===== config.mk =====
export PLATFORM = sky130hd
export DESIGN_NAME = mdio_master
export DESIGN_NICKNAME = d
export VERILOG_FILES = /design/src/rtl/mdio_master.sv
export SDC_FILE = /design/constraint.sdc
export NUM_CORES = 1
export LEC_CHECK = 0
export BUFFER_PORTS_ARGS = -buffer_cell sky130_fd_sc_hd__buf_2
export CORE_MARGIN = 8
export CORE_UTILIZATION = 57
export DETAILED_ROUTE_END_ITERATION = 10
export PLACE_DENSITY = 0.77
export SYNTH_ARGS = -nofsm -noshare
export SYNTH_HDL_FRONTEND = slang
export SYNTH_SLANG_ARGS = --single-unit

===== constraint.sdc =====
create_clock -name clk -period 2.5 [get_ports clk]
set_input_delay 0.125 -clock clk [delete_from_list [all_inputs] [get_ports clk]]
set_output_delay 0.125 -clock clk [all_outputs]
set_load 0.01 [all_outputs]

===== src/rtl/mdio_master.sv =====
module mdio_master #(
  parameter int SYS_CLK_HZ = 200_000_000,
  parameter int MDC_MAX_HZ = 2_500_000,
  parameter int ADDR_W     = 12,
  parameter logic [ADDR_W-1:0] OFS_ADDR = 12'h7E4,
  parameter logic [ADDR_W-1:0] OFS_WDAT = 12'h7E8,
  parameter logic [ADDR_W-1:0] OFS_RDAT = 12'h7EC,
  parameter logic [ADDR_W-1:0] OFS_CTRL = 12'h7F0
) (
  input  logic              clk,
  input  logic              rst_n,
  input  logic              bus_wr,
  input  logic [ADDR_W-1:0] bus_addr,
  input  logic [31:0]       bus_wdata,
  output logic [31:0]       bus_rdata,
  output logic              mdc,
  output logic              mdio_o,
  output logic              mdio_oe,
  input  logic              mdio_i
);
  localparam int HALF   = (SYS_CLK_HZ + 2*MDC_MAX_HZ - 1) / (2*MDC_MAX_HZ);
  localparam int CW     = (HALF > 1) ? $clog2(HALF) : 1;
  localparam int NBITS  = 64;
  localparam int BW     = $clog2(NBITS);
  localparam int REL_AT = 46;
  localparam int DAT_AT = 48;

  logic [10:0]     addr_q;
  logic [15:0]     wdat_q, rdat_q, cap_q;
  logic            en_q, busy_q, mdc_q, rd_q;
  logic [CW-1:0]   cnt_q;
  logic [BW-1:0]   bitn_q;
  logic [NBITS-1:0] sh_q;

  wire ctrl_wr  = bus_wr && bus_addr == OFS_CTRL;
  wire go       = ctrl_wr && bus_wdata[0] && bus_wdata[3] && !busy_q;
  wire tick     = busy_q && cnt_q == CW'(HALF-1);
  wire last_bit = bitn_q == BW'(NBITS-1);
  wire rd_new   = addr_q[10];

  always_ff @(posedge clk) begin
    if (!rst_n) begin
      addr_q <= '0; wdat_q <= '0; rdat_q <= '0; cap_q <= '0;
      en_q <= 1'b0; busy_q <= 1'b0; mdc_q <= 1'b0; rd_q <= 1'b0;
      cnt_q <= '0; bitn_q <= '0; sh_q <= '0;
    end else begin
      if (bus_wr && bus_addr == OFS_ADDR) addr_q <= bus_wdata[10:0];
      if (bus_wr && bus_addr == OFS_WDAT) wdat_q <= bus_wdata[15:0];
      if (ctrl_wr) en_q <= bus_wdata[3];
      if (go) begin
        busy_q <= 1'b1;
        rd_q   <= rd_new;
        cnt_q  <= '0;
        bitn_q <= '0;
        mdc_q  <= 1'b0;
        sh_q   <= {32'hFFFF_FFFF, 2'b01, rd_new ? 2'b10 : 2'b01,
                   addr_q[9:5], addr_q[4:0],
                   rd_new ? 2'b11 : 2'b10,
                   rd_new ? 16'hFFFF : wdat_q};
      end else if (tick) begin
        cnt_q <= '0;
        mdc_q <= ~mdc_q;
        if (!mdc_q) begin
          if (rd_q && bitn_q >= BW'(DAT_AT)) cap_q <= {cap_q[14:0], mdio_i};
        end else if (last_bit) begin
          busy_q <= 1'b0;
          if (rd_q) rdat_q <= cap_q;
        end else begin
          bitn_q <= bitn_q + 1'b1;
          sh_q   <= {sh_q[NBITS-2:0], 1'b1};
        end
      end else if (busy_q) begin
        cnt_q <= cnt_q + 1'b1;
      end
    end
  end

  assign mdc     = mdc_q;
  assign mdio_o  = sh_q[NBITS-1];
  assign mdio_oe = busy_q && !(rd_q && bitn_q >= BW'(REL_AT));

  always_comb begin
    bus_rdata = '0;
    if (bus_addr == OFS_ADDR) bus_rdata = {21'd0, addr_q};
    if (bus_addr == OFS_WDAT) bus_rdata = {16'd0, wdat_q};
    if (bus_addr == OFS_RDAT) bus_rdata = {16'd0, rdat_q};
    if (bus_addr == OFS_CTRL) bus_rdata = {28'd0, en_q, 2'b00, busy_q};
  end

  p_idle_quiet_r8: assert property (@(posedge clk) disable iff (!rst_n)
    !busy_q |-> (!mdc && !mdio_oe));

  p_hold_high_r5: assert property (@(posedge clk) disable iff (!rst_n)
    (mdc && $past(mdc)) |-> ($stable(mdio_o) && $stable(mdio_oe)));

  p_start_needs_en_r3: assert property (@(posedge clk) disable iff (!rst_n)
    $rose(busy_q) |-> en_q);

  p_no_restart_r9: assert property (@(posedge clk) disable iff (!rst_n)
    (busy_q && $past(busy_q)) |-> (bitn_q >= $past(bitn_q)));

  p_release_r6: assert property (@(posedge clk) disable iff (!rst_n)
    (busy_q && rd_q && bitn_q >= BW'(REL_AT)) |-> !mdio_oe);

  p_done_at_end_r4: assert property (@(posedge clk) disable iff (!rst_n)
    $fell(busy_q) |-> ($past(bitn_q) == BW'(NBITS-1) && !mdc));
endmodule


# --- Word-level counts from Yosys, hierarchy flattened ---
# Cells that the tools add are included.
totals:
  reg_bits: 139
  inputBits: 48
  output_inout_bits: 35
  elab_cells: 64
op_classes:
  addsub: 2
  magnitude_cmp: 2
  n_eq_ne: 7
  mux: 15
  n_bitwise: 4
  reduce_logical: 22
ops:
  columns: ["cell", "n"]
  rows:
  - ["64-bit 2-to-1 mux", 4]
  - ["32-bit 2-to-1 mux", 3]
  - ["12-bit by 11-bit equality test with 1-bit output (second input constant)", 4]
  - ["16-bit 2-to-1 mux", 1]
  - ["6-bit by 1-bit adder with 6-bit output (second input constant)", 2]
  - ["6-bit equality test (second input constant)", 2]
  - ["6-bit greater-or-equal comparator (second input constant)", 2]
  - ["11-bit 2-to-1 mux", 1]
  - ["1-bit logical AND", 10]
  - ["3-bit AND reduction", 3]
  - ["2-bit nonzero test", 3]
  - ["1-bit 2-to-1 mux", 5]
  - ["5-bit AND reduction", 1]
  - ["1-bit NOT", 4]
  - ["4-bit AND reduction", 1]
  - ["3-bit OR reduction", 1]
  - ["1-bit zero test", 2]
  - ["2-bit 2-to-1 mux", 1]
  - ["2-bit != test (second input constant)", 1]
  - ["2-bit OR reduction", 1]

# --- Longest topological paths before layout ---
logic_depth:
  depth_word: 7
  depth_mapped: 9
  depth_no_buf: 6

# --- Least setup slack after synthesis ---
# No wires, ideal clock.
synth_path:
  kind: "register to register"
  startpoint: "register cnt_q[0]"
  endpoint: "register cap_q[10]"
  setup_time_ns: 0.128
  arrival_ns: 2.015
  t_required_ns: 2.372
  slack_ns: 0.357
  path_stages_with_launch: 9
  n_path_buf: 2
  period_less_slack_ns: 2.143
  cell_sequence: "dfxtp_1 ha_1 nand4b_4 or3b_1 buf_2 nor4_4 buf_6 mux2i_1 nor2_1"
synth_between:
  elab_chain_len: 3
synth_lines:
  columns: ["element", "line_no", "source"]
  rows:
  - ["from (decl)", "31", "logic [CW-1:0] cnt_q;"]
  - ["from (signal assigned)", "73", "cnt_q <= cnt_q + 1'b1;"]
  - ["6-bit equality test", "37", "wire tick = busy_q && cnt_q == CW'(HALF-1);"]
  - ["1-bit logical AND", "37", null]
  - ["4-bit AND reduction (no line)", null, null]
  - ["to (signal assigned)", "64", "if (rd_q && bitn_q >= BW'(DAT_AT)) cap_q <= {cap_q[14:0], mdio_i};"]
  - ["to (decl)", "29", "logic [15:0] wdat_q, rdat_q, cap_q;"]
# No other way between the ends.
# A chain may end at the register's enable or synchronous reset.

# --- Final worst setup path ---
layout_path:
  startpoint: "register cnt_q[0]"
  endpoint: "register sh_q[10]"
layout_between:
  elab_chain_len: 4
layout_lines:
  columns: ["element", "line_no", "source"]
  rows:
  - ["6-bit equality test", "37", null]
  - ["1-bit logical AND", "37", null]
  - ["2-bit nonzero test (no line)", null, null]
  - ["3-bit AND reduction (no line)", null, null]
  - ["to (signal assigned)", "56", "sh_q <= {32'hFFFF_FFFF, 2'b01, rd_new ? 2'b10 : 2'b01,"]
  - ["to (signal assigned)", "70", "sh_q <= {sh_q[NBITS-2:0], 1'b1};"]
  - ["to (decl)", "33", "logic [NBITS-1:0] sh_q;"]
# No other way between the ends.

==> flow_summary.yaml <==
status:
  status: "finished, final reports clean"
clock_network:
  cts.sinks: 139
  cts.repair.resized: 0
  clk_pin_slew_ns: 0.06
  cts_inserted_buffers: 17
  clock_latency_ns: 0.52
  cts_root_buf: "clkbuf_8"
  cts_tree: "done"
  ctsHoldBuffers: 18
  post-cts-setup-buffers: 0
  cts_buffer_depth: 2
  htreeDepth: 4
route:
  wl_per_cell_um: 15.3
  ant_nets: 0
  drt_iter0_drc: 492
  drt_pre_antenna_iters: 5
  met1Wirelength_mm: 6.07
  drc: 0
  drt_wl_total_mm: 14.1
  wl_met2_mm: 7.07
  dr_wl_met3_um: 781
  via_count: 5244
  top_layer: "met4"
  vias_per_cell: 5.66
floorplanning:
  dieHeight_um: 117
  num_rows: 37
  die_x_um: 117
  ios: 83
  coreArea_mm2: 0.0101
  fp.dieArea_mm2: 0.0138
  initial_core_util_pct: 57.9
power:
  power_w: 0.00518
  vdd_ir_drop_max_uv: 510
  p_leak_nw: 2.50
  power-per-cell-area_mw_per_mm2: 738
placed_design:
  place_inst: 877
  portBuffers: 50
  gp_congestion: 0.903
  dpl.hpwl_mm: 9.24
sta:
  fin_crit_ns: 2.20
  min_period_over_period_pct: 87.8
  fin_skew_ns: 0.0101
  setup_tns_ns: 0
  rsz0062_at_grt: "false"
  worst_slew_pin_slew_ns: 0.616
  slew_violations: 0
  slew_headroom_pct: 59.0
  hold_violations: 0
  finalSetupViolCount: 0
  max_freq_mhz: 456
setup_path:
  cp-end-kind: "flop"
  cp-start-kind: "flop"
  timing.rr.start: "cnt_q[0]"
  path_cells: "ha_1 -> nand4b_4 -> or3b_1 -> nor2_4 -> buf_12 -> nand2_1 -> a31oi_1"
  critPathTopFamily: "simple AND/OR/NAND/NOR gates"
  worstPathArrival_ns: 2.60
  crit_buf_inv: 1
  required_ns: 2.91
  critPathMaxFanout: 65
  ff2ff_setup_slack_ns: 0.30
  timing.critical_path.from: "cnt_q[0]"
  crit_path_max_incr_delay_ns: 0.50
  cpMaxStageDelayCell: "or3b_1"
  crit_type: "reg2reg"
synth:
  syn_area_mm2: 0.00587
  yosysUniqueCellTypes: 46
  syn_area_per_cell_um2: 8.08
  synth_top_family_by_area: "simple AND/OR/NAND/NOR gates"
  synth-xor-area-share_pct: 1.49
  synthMuxAreaShare_pct: 3.43
  syn_inst: 726
  ys_seq_area_share_pct: 47.4
  synth_simple_gate_area_share_pct: 23.9
  yosysWarnings: 0
  ys_ff_latch: 139
  synth_adder_area_share_pct: 0.427
  synth-compound-area-share_pct: 16.7
global_route:
  grt_usage_pct: 20.4
  antenna_found_initial: 0
  grt_pass1_wl_mm: 23.8
  grt_max_degree: 66
  grt_pass1_vias: 5042
  overflow: 0
final_layout:
  layout.nets: 828
  final_util_pct: 69.2
  final_common_cell: "nand2_1"
  n_fill_cell: 784
  antenna_cells: 0
  area_growth_pct: 19.6
  mostFrequentLayoutCells: "nand2_1 (154), dfxtp_1 (139), nor2_1 (70), o21ai_0 (62), a21oi_1 (59)"
  instances_no_fill: 927
  drive_gt1_share_pct: 14.3
min_path:
  hold_class: "in2reg"
  hold_path.startpoint: "bus_wr"
flow_run:
  maxCapViolations: 0
## cells by family after synthesis
| family | after synthesis |
|---|---|
| simple gates | 309 |
| fa+ha+maj | 2 |
| buf+inv | 74 |
| xor+xnor | 10 |
| compound gates | 171 |
| mux | 20 |
| flops | 139 |
| other cells | 1 |
## report_power, final
part / internal (W) / switching (W) / total [W]
Combinational: 0.0000580 / 0.0000887 / 0.000147
Clock: 0.00186 / 0.000960 / 0.00282
Sequential: 0.00222 / 0.0000000641 / 0.00222
Total: 0.00413 / 0.00105 / 0.00518
## flip-flops by register name (all words and copies together) (netlist names)
register and cells:
mdc 1, sh_q 64, rdat_q 16, addr_q 11, en_q 1, wdat_q 16
rd_q 1, cnt_q 6, busy_q 1, bitn_q 6, cap_q 16
## synthesized netlist by cell type (all sizes together)
cell,instances,share of area (%)
a22o,5,0.75
inv,2,0.13
o21a,2,0.26
xor2,4,0.60
clkbuf,33,2.1
conb,1,0.064
and3,1,0.11
nor2,71,4.5
a211oi,1,0.13
a22oi,11,1.4
nor4,4,0.94
xnor2,6,0.90
and4,1,0.15
nand4b,12,2.0
nand3b,2,0.26
or4b,1,0.17
nor3,42,3.6
and2,2,0.21
ha,2,0.43
a21oi,59,5.0
o221ai,3,0.45
nand2,154,9.9
or3,1,0.11
buf,39,4.2
dfxtp,139,47
or3b,1,0.15
nand3,6,0.51
nand4,4,0.43
a31oi,18,1.9
o21ai,62,5.3
nor3b,2,0.26
a32oi,9,1.3
or2,3,0.32
nor2b,1,0.11
o211a,1,0.17
and4b,1,0.17
mux2,1,0.19
mux2i,19,3.2
## worst reg2reg max path: stages, from the launching register on
cell and delay (ns):
dfxtp_1 0.37, ha_1 0.25, nand4b_4 0.12, or3b_1 0.50, nor2_4 0.17, buf_12 0.27, nand2_1 0.15, a31oi_1 0.25
## routing by layer
metal | vias up | global-route usage, %
li1 | 2580 | -
met1 | 2480 | 24.9
met2 | 162 | 34.2
met3 | 22 | 5.04
met4 | 0 | 7.45
met5 | - | 0
## stage by stage
| step | hold WS (ns) | setup WS [ns] | instance area [um2] |
|---|---|---|---|
| CTS | 0.185 | 0.310 | 7020 |
| global placement | 0.373 | 0.409 | 6170 |
| floorplan | 0.265 | 0.357 | 5920 |
| finish | 0.210 | 0.305 | 7020 |
| global route | 0.219 | 0.170 | 7020 |
| detailed placement | 0.377 | 0.331 | 6170 |
## final timing paths
check	endpoint	cells past startpoint
setup / recovery	sh_q[10]	7
hold / removal	wdat_q[8]	5
setup reg to reg	sh_q[10]	7
hold reg to reg	rdat_q[7]	2
## layout make-up
cell class                 instances  area, um2  share of cell area, %
tap                              136        170                   2.42
clock buffer                      19        432                   6.15
sequential                       139       2780                   39.6
inverter                           2       7.51                  0.107
clock inverter                    13        239                   3.40
multi-input combinational        528       2770                   39.4
timing repair buffer              90        621                   8.84
Power figures use the tool's default switching activity.
